<file path="src/rtl/sr_agu_pkg.sv">
package sr_agu_pkg;

  typedef enum logic [2:0] {
    ST_IDLE,
    ST_CALC,
    ST_LO,
    ST_HI,
    ST_IDX
  } agu_state_e;

  typedef enum logic {
    MODE_STK = 1'b0,
    MODE_IND = 1'b1
  } agu_mode_e;

endpackage

</file>
<file path="src/rtl/sr_stack_add.sv">
module sr_stack_add #(
  parameter int OP_W  = 8,
  parameter int REG_W = 16
) (
  input  logic [REG_W-1:0] sp_i,
  input  logic [OP_W-1:0]  opnd_i,
  input  logic             hi_sel_i,
  output logic [REG_W-1:0] sum_o
);
  localparam int PAD_W = REG_W - OP_W;

  // carry out of REG_W is dropped: wrap inside bank 0
  always_comb begin
    sum_o = sp_i + {{PAD_W{1'b0}}, opnd_i} + {{(REG_W-1){1'b0}}, hi_sel_i};
  end
endmodule

</file>
<file path="src/rtl/sr_index_add.sv">
module sr_index_add #(
  parameter int REG_W  = 16,
  parameter int BANK_W = 8
) (
  input  logic [BANK_W-1:0]       bank_i,
  input  logic [REG_W-1:0]        ptr_i,
  input  logic [REG_W-1:0]        y_i,
  output logic [REG_W+BANK_W-1:0] ea_o
);
  localparam int ADDR_W = REG_W + BANK_W;

  logic [ADDR_W-1:0] base;
  assign base = {bank_i, ptr_i};

  // carry out of the pointer field advances the bank
  always_comb begin
    ea_o = base + {{BANK_W{1'b0}}, y_i};
  end
endmodule

</file>
<file path="src/rtl/sr_ctrl.sv">
module sr_ctrl
  import sr_agu_pkg::*;
#(
  parameter int OP_W   = 8,
  parameter int REG_W  = 16,
  parameter int BANK_W = 8,
  parameter int CNT_W  = 3
) (
  input  logic                    clk_i,
  input  logic                    rst_ni,
  input  logic                    start_i,
  input  logic                    mode_i,
  input  logic [OP_W-1:0]         opnd_i,
  input  logic [REG_W-1:0]        sp_i,
  input  logic [REG_W-1:0]        y_i,
  input  logic [BANK_W-1:0]       bank_i,
  input  logic [REG_W/2-1:0]      mem_rdata_i,
  input  logic [REG_W-1:0]        stk_sum_i,
  input  logic [REG_W+BANK_W-1:0] idx_ea_i,
  output logic [OP_W-1:0]         op_o,
  output logic [REG_W-1:0]        sp_o,
  output logic                    hi_sel_o,
  output logic [BANK_W-1:0]       bank_o,
  output logic [REG_W-1:0]        ptr_o,
  output logic [REG_W-1:0]        y_o,
  output logic                    mem_req_o,
  output logic                    done_o,
  output logic [REG_W+BANK_W-1:0] ea_o,
  output logic [CNT_W-1:0]        cycles_o
);
  localparam int ADDR_W = REG_W + BANK_W;
  localparam int BYTE_W = REG_W / 2;

  agu_state_e        state_q;
  logic [OP_W-1:0]   op_q;
  logic [REG_W-1:0]  sp_q;
  logic [REG_W-1:0]  y_q;
  logic [BANK_W-1:0] bank_q;
  logic [BYTE_W-1:0] lo_q;
  logic [BYTE_W-1:0] hi_q;
  logic [CNT_W-1:0]  cnt_q;
  logic              done_q;
  logic [ADDR_W-1:0] ea_q;
  logic [CNT_W-1:0]  cyc_q;

  assign op_o      = op_q;
  assign sp_o      = sp_q;
  assign y_o       = y_q;
  assign bank_o    = bank_q;
  assign ptr_o     = {hi_q, lo_q};
  assign hi_sel_o  = (state_q == ST_HI);
  assign mem_req_o = (state_q == ST_LO) || (state_q == ST_HI);
  assign done_o    = done_q;
  assign ea_o      = ea_q;
  assign cycles_o  = cyc_q;

  always_ff @(posedge clk_i or negedge rst_ni) begin
    if (!rst_ni) begin
      state_q <= ST_IDLE;
      op_q    <= '0;
      sp_q    <= '0;
      y_q     <= '0;
      bank_q  <= '0;
      lo_q    <= '0;
      hi_q    <= '0;
      cnt_q   <= '0;
      done_q  <= 1'b0;
      ea_q    <= '0;
      cyc_q   <= '0;
    end else begin
      done_q <= 1'b0;
      if (state_q != ST_IDLE) cnt_q <= cnt_q + 1'b1;
      unique case (state_q)
        ST_IDLE: begin
          if (start_i) begin
            op_q    <= opnd_i;
            sp_q    <= sp_i;
            y_q     <= y_i;
            bank_q  <= bank_i;
            cnt_q   <= '0;
            state_q <= (agu_mode_e'(mode_i) == MODE_IND) ? ST_LO : ST_CALC;
          end
        end
        ST_CALC: begin
          ea_q    <= {{BANK_W{1'b0}}, stk_sum_i};
          cyc_q   <= cnt_q + 1'b1;
          done_q  <= 1'b1;
          state_q <= ST_IDLE;
        end
        ST_LO: begin
          lo_q    <= mem_rdata_i;
          state_q <= ST_HI;
        end
        ST_HI: begin
          hi_q    <= mem_rdata_i;
          state_q <= ST_IDX;
        end
        ST_IDX: begin
          ea_q    <= idx_ea_i;
          cyc_q   <= cnt_q + 1'b1;
          done_q  <= 1'b1;
          state_q <= ST_IDLE;
        end
        default: state_q <= ST_IDLE;
      endcase
    end
  end

  p_done_pulse_r6: assert property (@(posedge clk_i) disable iff (!rst_ni)
    done_o |=> !done_o);

  p_cycles_legal_r6: assert property (@(posedge clk_i) disable iff (!rst_ni)
    done_o |-> (cycles_o == CNT_W'(1) || cycles_o == CNT_W'(3)));

  p_plain_bank0_r1: assert property (@(posedge clk_i) disable iff (!rst_ni)
    (done_o && cycles_o == CNT_W'(1)) |-> (ea_o[ADDR_W-1:REG_W] == '0));

  p_hold_r10: assert property (@(posedge clk_i) disable iff (!rst_ni)
    !done_o |-> ($stable(ea_o) && $stable(cycles_o)));

endmodule

</file>
<file path="src/rtl/sr_agu.sv">
module sr_agu #(
  parameter int OP_W   = 8,
  parameter int REG_W  = 16,
  parameter int BANK_W = 8,
  parameter int CNT_W  = 3
) (
  input  logic                    clk_i,
  input  logic                    rst_ni,
  input  logic                    start_i,
  input  logic                    mode_i,
  input  logic [OP_W-1:0]         opnd_i,
  input  logic [REG_W-1:0]        sp_i,
  input  logic [REG_W-1:0]        y_i,
  input  logic [BANK_W-1:0]       data_bank_i,
  output logic                    mem_req_o,
  output logic [REG_W+BANK_W-1:0] mem_addr_o,
  input  logic [REG_W/2-1:0]      mem_rdata_i,
  output logic                    done_o,
  output logic [REG_W+BANK_W-1:0] ea_o,
  output logic [CNT_W-1:0]        cycles_o
);
  localparam int ADDR_W = REG_W + BANK_W;

  logic [OP_W-1:0]   op_l;
  logic [REG_W-1:0]  sp_l;
  logic [REG_W-1:0]  y_l;
  logic [BANK_W-1:0] bank_l;
  logic [REG_W-1:0]  ptr;
  logic              hi_sel;
  logic [REG_W-1:0]  stk_sum;
  logic [ADDR_W-1:0] idx_ea;

  sr_stack_add #(.OP_W(OP_W), .REG_W(REG_W)) u_stack_add (
    .sp_i     (sp_l),
    .opnd_i   (op_l),
    .hi_sel_i (hi_sel),
    .sum_o    (stk_sum)
  );

  sr_index_add #(.REG_W(REG_W), .BANK_W(BANK_W)) u_index_add (
    .bank_i (bank_l),
    .ptr_i  (ptr),
    .y_i    (y_l),
    .ea_o   (idx_ea)
  );

  sr_ctrl #(.OP_W(OP_W), .REG_W(REG_W), .BANK_W(BANK_W), .CNT_W(CNT_W)) u_ctrl (
    .clk_i       (clk_i),
    .rst_ni      (rst_ni),
    .start_i     (start_i),
    .mode_i      (mode_i),
    .opnd_i      (opnd_i),
    .sp_i        (sp_i),
    .y_i         (y_i),
    .bank_i      (data_bank_i),
    .mem_rdata_i (mem_rdata_i),
    .stk_sum_i   (stk_sum),
    .idx_ea_i    (idx_ea),
    .op_o        (op_l),
    .sp_o        (sp_l),
    .hi_sel_o    (hi_sel),
    .bank_o      (bank_l),
    .ptr_o       (ptr),
    .y_o         (y_l),
    .mem_req_o   (mem_req_o),
    .done_o      (done_o),
    .ea_o        (ea_o),
    .cycles_o    (cycles_o)
  );

  // pointer fetches always target bank 0
  assign mem_addr_o = {{BANK_W{1'b0}}, stk_sum};

  p_fetch_bank0_r4: assert property (@(posedge clk_i) disable iff (!rst_ni)
    mem_req_o |-> (mem_addr_o[ADDR_W-1:REG_W] == '0));

  p_hi_after_lo_r4: assert property (@(posedge clk_i) disable iff (!rst_ni)
    $rose(mem_req_o) |=> (mem_req_o &&
      mem_addr_o[REG_W-1:0] == $past(mem_addr_o[REG_W-1:0]) + 1'b1));

  p_two_fetches_r7: assert property (@(posedge clk_i) disable iff (!rst_ni)
    (mem_req_o && $past(mem_req_o)) |=> !mem_req_o);

  p_no_req_at_done_r7: assert property (@(posedge clk_i) disable iff (!rst_ni)
    done_o |-> !mem_req_o);

endmodule

</file>
<file path="config.mk">
export PLATFORM = sky130hd
export DESIGN_NAME = sr_agu
export DESIGN_NICKNAME = d
export VERILOG_FILES = /design/src/rtl/sr_agu_pkg.sv /design/src/rtl/sr_stack_add.sv /design/src/rtl/sr_index_add.sv /design/src/rtl/sr_ctrl.sv /design/src/rtl/sr_agu.sv
export SDC_FILE = /design/constraint.sdc
export NUM_CORES = 1
export LEC_CHECK = 0
export BUFFER_PORTS_ARGS = -buffer_cell sky130_fd_sc_hd__buf_4
export CAP_MARGIN = 20
export CELL_PAD_IN_SITES_DETAIL_PLACEMENT = 0
export CELL_PAD_IN_SITES_GLOBAL_PLACEMENT = 1
export CORE_MARGIN = 3
export CORE_UTILIZATION = 47
export CTS_CLUSTER_SIZE = 8
export DETAILED_ROUTE_END_ITERATION = 8
export PLACE_DENSITY = 0.83
export SYNTH_ARGS = -nofsm -noshare
export SYNTH_HDL_FRONTEND = slang
export SYNTH_SLANG_ARGS = --single-unit
export TNS_END_PERCENT = 5
</file>
<file path="constraint.sdc">
create_clock -name clk_i -period 6.4 [get_ports clk_i]
set_input_delay 0.64 -clock clk_i [delete_from_list [all_inputs] [get_ports clk_i]]
set_output_delay 0.64 -clock clk_i [all_outputs]
set_load 0.1 [all_outputs]
</file>
# Yosys cells after proc, flatten, opt, wreduce, memory -nomap -nowiden
# Index checks and enable logic that the tools add are counted.
# totals
elab_cells	34
in_bits	60
output_inout_bits	53
regBits	98
# classes
n_eq_ne	5
reduce_logical	6
add_sub_neg	4
mux	8
# ops
cell	n
one-hot mux 24 bit (2 select lines)	1
adder 24 x 16 -> 24 bit	1
adder 16 x 1 -> 16 bit	1
adder 16 x 8 -> 16 bit	1
two-way mux 3 bit	4
one-hot mux 3 bit (3 select lines)	1
equality test 3 x 2 -> 1 bit, second input constant	2
adder 3 x 1 -> 3 bit, second input constant	1
equality test 3 x 1 -> 1 bit, second input constant	1
equality test 3 bit, second input constant	1
logical NOT 3 bit	1
nonzero test 3 bit	1
two-way mux 2 bit	1
inequality test 2 bit, second input constant	1
AND reduction 2 bit	1
nonzero test 2 bit	1
OR reduction 2 bit	1
logical OR 1 bit	1
two-way mux 1 bit	1

# Longest topological paths before layout
# Gate-level depths: netlist (run 1).
# depth
ltp_word	4
mapped_depth	13
depth_no_buf	11

# Hierarchy
# From an unflattened synthesis (run 1), not the netlist that was laid out.
# hier_totals
cells_unflattened	528
area_unflattened_um2	5783.0
# by_module_without_submodules
mod	seq_area_each_um2	area_each_um2	instances	cells_per_inst
sr_ctrl	2452.4	4322.9	1	331
sr_index_add	0.0	920.9	1	128
sr_stack_add	0.0	475.5	1	60
sr_agu	0.0	63.8	1	9

# Least setup slack after synthesis (run 1)
# No wires, ideal clock.
# synth_timing
kind	register -> output
start	reg u_ctrl.state_q[1]
end	out mem_addr_o[14]
path_buffers	2
path_slack_ns	0.492
required_ns	5.760
arrival_ns	5.268
stages_incl_launch_ff	12
path_cell_list	dfrtp_1 > clkbuf_1 > nor2b_1 > and2_1 > buf_2 > fa_1 > inv_1 > fa_1 > nor2b_1 > o31a_1 > o2111ai_1 > xnor2_1
# synth_via
elab_chain_len	2
# synth_rtl
item	line_no	text
from (decl)	sr_ctrl.sv:34	agu_state_e state_q;
from (signal assigned)	sr_ctrl.sv:81	state_q <= (agu_mode_e'(mode_i) == MODE_IND) ? ST_LO : ST_CALC;
equality test 3 x 2 -> 1 bit	sr_ctrl.sv:51	assign hi_sel_o = (state_q == ST_HI);
adder 16 x 1 -> 16 bit	sr_stack_add.sv:14	sum_o = sp_i + {{PAD_W{1'b0}}, opnd_i} + {{(REG_W-1){1'b0}}, hi_sel_i};
to (decl)	sr_agu.sv:16	output logic [REG_W+BANK_W-1:0] mem_addr_o,
# Every way passes these cells.

# Worst setup path in the final report (run 1)
# layout_timing
start	reg u_ctrl.state_q[1]
end	out mem_addr_o[10]
# Same word-level chain as after synthesis.

==> results.json, run 1 <==
{
  "fin_crit_ps": 4320,
  "drive_gt1_share_pct": 34.2,
  "start_kind": "flop",
  "syn-instance-count": 517,
  "setup-tns-final_ps": 0,
  "rsz0062_at_grt": "no",
  "place_congestion": 0.842,
  "drt-wirelength-per-cell_um": 18.0,
  "ys.flop_type": "dfrtp_1",
  "instances_no_fill": 760,
  "clk_pin_slew_ps": 70,
  "final_cell_mix": "buf_4, dfrtp_1, mux2_2",
  "grt_pass1_wl_um": 22200,
  "cts_root_buffer": "clkbuf_16",
  "syn_area_per_cell_um2": 10.8,
  "ys_ff_latch": 98,
  "crit_arrival_ps": 3680,
  "drt_iter0_markers": 297,
  "rows": 39,
  "finalHoldViolations": 0,
  "via_per_inst": 5.65,
  "start_util_pct": 48.5,
  "io_buffers": 104,
  "setup.worst_path.start": "u_ctrl.state_q[1]",
  "rr_endpoint": "u_ctrl.ea_o[12]",
  "syn_area_mm2": 0.00559,
  "worst_skew_pair.late_latency_ps": 350,
  "cp.required_ps": 5760,
  "max_freq_ghz": 0.231,
  "cts_resized": 0,
  "cts_tree": "done",
  "cts.sink_count": 98,
  "area_growth_syn_to_layout_pct": 19.3,
  "routed_wl_um": 13700,
  "hp-class": "primary input to async pin",
  "ant_nets": 0,
  "status": "complete, no violations",
  "first_pass_iters": 4,
  "grt_pass1_vias": 4285,
  "synthDistinctLibCells": 78,
  "final_nets": 699,
  "h-tree-depth": 3,
  "final_common_cell": "buf_4",
  "synth_seq_area_share_pct": 43.9,
  "whs_ps": 286,
  "die_w_um": 115,
  "cts_buffers": 9,
  "r2r_setup_slack_ps": 3040,
  "diodes": 0,
  "skew_ps": 8.34,
  "r2r-start": "u_ctrl.state_q[1]",
  "fin_crit_sh_pct": 67.6,
  "cts_hold_buffers": 0,
  "cp-endpoint": "mem_addr_o[10]",
  "grt_start_max_net_pins": 56,
  "vias": 4297,
  "post-place-cells": 744,
  "core-area_mm2": 0.0115,
  "grtUsageTotal_pct": 21.6,
  "async_flop_share_pct": 100,
  "slew-limit-headroom_pct": 35.8,
  "antenna_found_initial": 0,
  "cts_setup_buffers": 0,
  "synth-edff-count": 0,
  "drc_errors": 0,
  "worstRegToRegCells": 11,
  "overflow": 0,
  "worstMarginPinSlew_ps": 961,
  "clockBufferDepth": 2,
  "die_h_um": 115,
  "num-fill-cells": 1013,
  "drv_slew": 0,
  "ys_warn_count": 0,
  "worstSetupPathType": "flop to output pin",
  "setup_viol": 0,
  "path_max_fanout": 11,
  "io_pins": 113,
  "dp_hpwl_um": 10400,
  "cp-end-kind": "output pin",
  "drv_cap": 0,
  "die-area_mm2": 0.0132
}
-- flip-flops by register name, indices dropped and copies added, names as in the netlist --
| name | cells |
|---|---|
| u_ctrl.cnt_q | 3 |
| u_ctrl.op_o | 8 |
| u_ctrl.bank_o | 8 |
| u_ctrl.ea_o | 24 |
| u_ctrl.hi_q | 8 |
| u_ctrl.state_q | 3 |
| u_ctrl.sp_o | 16 |
| u_ctrl.lo_q | 8 |
| u_ctrl.done_o | 1 |
| u_ctrl.cycles_o | 3 |
| u_ctrl.y_o | 16 |
-- synthesized netlist by cell type (all sizes together) (6+ instances only) --
cell type,count,area share [%]
a21o,10,1.5
a21oi,20,1.8
and3,10,1.2
buf,22,2.9
clkbuf,8,0.92
dfrtp,98,44
ha,24,5.4
inv,18,1.2
mux2,57,11
nand2,38,2.6
nand3,20,1.9
nand4,6,0.67
nor2,25,1.8
nor2b,6,0.81
nor3,9,0.90
o211ai,8,1.2
o21ai,32,2.9
or2,6,0.67
xnor2,15,2.4
xor2,8,1.3
-- worst min path at each step --
stage	from	endpoint	slack, ps	depth (start not counted)
detailed placement	u_ctrl.cycles_o[2]	u_ctrl.cycles_o[2]	470	2
CTS	rst_ni	u_ctrl.op_o[2]	320	1
global placement	u_ctrl.cycles_o[2]	u_ctrl.cycles_o[2]	460	2
floorplan	rst_ni	u_ctrl.bank_o[0]	340	0
global route	rst_ni	u_ctrl.op_o[2]	340	1
finish	rst_ni	u_ctrl.op_o[2]	290	1
-- stage by stage --
stage	setup WS, ps	utilization (%)	cell area [µm²]
final	2080	57.9	6670
after global routing	1850	57.9	6670
after CTS	2070	57.9	6670
after detailed placement	2470	55.4	6380
after global placement	2630	55.4	6380
after floorplan	492	-	5610
-- layout make-up --
type / count / area (µm²) / area share [%]
tap: 143 / 179 / 2.68
clock inverter: 5 / 28.8 / 0.432
multi-input combinational: 378 / 2880 / 43.2
sequential: 98 / 2450 / 36.8
clock buffer: 11 / 253 / 3.79
timing repair buffer: 107 / 803 / 12.0
inverter: 18 / 67.6 / 1.01
-- cells by family (layout without fill, tap and decap cells) --
| family | count (synthesis) | count (layout) | synth area share, % |
|---|---|---|---|
| buffers and inverters | 48 | 141 | 4.99 |
| xor gates and xnor gates | 23 | 23 | 3.61 |
| AOI/OAI and AO/OA | 114 | 114 | 15.0 |
| adders and majority gates | 27 | 27 | 6.45 |
| other | 1 | 8 | 0.0671 |
| and+or+nand+nor | 146 | 146 | 13.9 |
| DFF | 98 | 98 | 43.9 |
| muxes | 60 | 60 | 12.0 |
-- metal layers --
| layer | track usage, % | vias to the layer above | wire length, µm |
|---|---|---|---|
| met5 | 0 | - | 0 |
| met4 | 8.53 | 0 | 332 |
| met3 | 4.21 | 23 | 720 |
| met2 | 34.4 | 127 | 6540 |
| met1 | 29.1 | 2109 | 6050 |
| li1 | - | 2038 | - |
-- worst max-delay path: stages, from the launching register on --
cell     delay [ps]
dfrtp_1         530
nor2b_1         310
and2_1          510
fa_1            300
inv_1            60
fa_1            390
nor2b_1         190
o31a_1          270
o21ai_2         100
nor2_1          130
xor2_1          210
buf_4           330
Power of run 1 is not shown: default switching activity piles up to over one toggle a cycle in this logic, so the estimate is an artifact.
==> run 2, diff against run 1 <==
- CORE_UTILIZATION: 47 -> 43
- PLACE_DENSITY: 0.83 -> 0.77
- clock period: 6.4 -> 4.2 ns (I/O delays scaled with it)
==> run 2 against run 1 <==
Net effect:
- clock skew barely moved
- final cell count rose by 3.8%
- largest cell class unchanged
- critical endpoint unchanged
- design area rose by 1.3%
==> results.json, run 2 (same netlist as run 1, synthesis figures left out) <==
{
  "fin_crit_ps": 3970,
  "clk_pin_slew_ps": 70,
  "final_cell_mix": "buf_4, dfrtp_1, mux2_2",
  "crit_top_cell": "fa_1",
  "ant_nets": 0,
  "final_common_cell": "buf_4",
  "instances_no_fill": 789,
  "regArea_mm2": 0.00245,
  "drc_errors": 0,
  "final_nets": 700,
  "place_congestion": 0.822,
  "core-area_mm2": 0.0127,
  "drv_slew": 0,
  "design_area_mm2": 0.00675,
  "rsz0062_at_grt": "no",
  "vias": 4226,
  "start_util_pct": 44.1,
  "skew_ps": 8.61,
  "worstPathCellList": "nor2b_2 > and2_1 > fa_1 > inv_1 > fa_1 > nor2b_1 > o31a_1 > o21ai_2 > nor2_1 > xor2_2 > buf_4",
  "r2r_setup_slack_ps": 950,
  "io_buffers": 104,
  "setup_viol": 0,
  "first_pass_iters": 4,
  "drive_gt1_share_pct": 35.3,
  "clockBufferDepth": 2,
  "cp-end-kind": "output pin",
  "cts.sink_count": 98,
  "r2r-start": "u_ctrl.state_q[1]",
  "multi_input_area_mm2": 0.00294,
  "cts_buffers": 9,
  "die_h_um": 120,
  "worstSetupPathType": "flop to output pin",
  "routed_wl_um": 13700,
  "worstMarginPinSlew_ps": 967,
  "fin_crit_sh_pct": 94.6,
  "post_dp_cell_area_mm2": 0.00648,
  "slew-limit-headroom_pct": 35.5,
  "die-area_mm2": 0.0144,
  "rows": 41,
  "num-fill-cells": 1151,
  "post-place-cells": 774,
  "crit_path_max_incr_delay_ps": 560,
  "cts_resized": 0,
  "area_growth_syn_to_layout_pct": 20.9,
  "largest_register_ffs": 24,
  "crit_arrival_ps": 3550,
  "cts_setup_buffers": 0,
  "finalHoldViolations": 0,
  "grt_start_max_net_pins": 78,
  "drv_cap": 0,
  "die_w_um": 120,
  "grt_pass1_wl_um": 22500,
  "cts_tree": "done",
  "grt_pass1_vias": 4285,
  "worst_skew_pair.late_latency_ps": 350,
  "antenna_found_initial": 0,
  "cts_hold_buffers": 0,
  "rr_endpoint": "u_ctrl.ea_o[10]",
  "grtUsageTotal_pct": 19.9,
  "dp_hpwl_um": 10500,
  "max_freq_ghz": 0.252,
  "io_pins": 113,
  "via_per_inst": 5.36,
  "crit_slowest_cell": "dfrtp_1",
  "drt-wirelength-per-cell_um": 17.4,
  "cp.required_ps": 3780,
  "overflow": 0,
  "worstRegToRegCells": 11,
  "whs_ps": 227,
  "status": "complete, no violations",
  "h-tree-depth": 3,
  "path_max_fanout": 11,
  "setup-tns-final_ps": 0,
  "drt_iter0_markers": 206,
  "start_kind": "flop",
  "diodes": 0,
  "cts_root_buffer": "clkbuf_16",
  "hp-class": "primary input to async pin"
}
==> run 2: cell types whose count changed in the layout (fill, tap and decap cells not counted) <==
cell,change
buf_4,+1
clkbuf_1,+1
clkbuf_8,-2
clkinv_2,-4
clkinv_4,-1
clkinvlp_4,+3
inv_6,+2
nor2b_1,-1
nor2b_2,+1
xnor2_1,-6
xnor2_2,+6
xor2_1,-1
xor2_2,+1
==> run 2: worst max-delay path by stage <==
stage	slack [ps]	cells after the start	to	startpoint
2_1_floorplan	-570	11	u_ctrl.ea_o[11]	u_ctrl.state_q[1]
3_3_place_gp	740	11	mem_addr_o[10]	u_ctrl.state_q[1]
3_5_place_dp	650	11	mem_addr_o[10]	u_ctrl.state_q[1]
4_1_cts	240	11	mem_addr_o[10]	u_ctrl.state_q[1]
5_1_grt	20	11	mem_addr_o[10]	u_ctrl.state_q[1]
6_report	230	11	mem_addr_o[10]	u_ctrl.state_q[1]
==> run 2: final cells by class <==
class / instances / share of cell area, %
clock buffers: 10 / 3.39
well taps: 172 / 3.19
inverters: 18 / 1.00
flip-flops and latches: 98 / 36.3
repair buffers: 108 / 12.0
clock inverters: 5 / 0.593
multi-input cells: 378 / 43.5
==> run 2: worst max-delay path, delay by kind of cell (launching register included) <==
family,cells,cell delay (ps)
and+or+nand+nor,4,1030
adders and majority gates,2,680
DFF,1,560
AOI/OAI and AO/OA,2,380
buffers and inverters,2,360
xor gates and xnor gates,1,170
==> run 2: metrics by stage <==
step	util, %	setup WS [ps]
floorplan	-	-571
global placement	51.2	739
detailed placement	51.2	647
CTS	53.3	236
global route	53.3	22.9
finish	53.3	228
==> run 2: routing by layer <==
metal | share of wire, % | track usage [%] | vias to the layer above
met4 | 1.3 | 5.87 | 0
met1 | 45 | 26.3 | 2066
met2 | 49 | 31.9 | 101
met3 | 4.8 | 5.70 | 15
li1 | - | - | 2044
met5 | 0 | 0 | -
Power of run 2 is left out for the same reason.
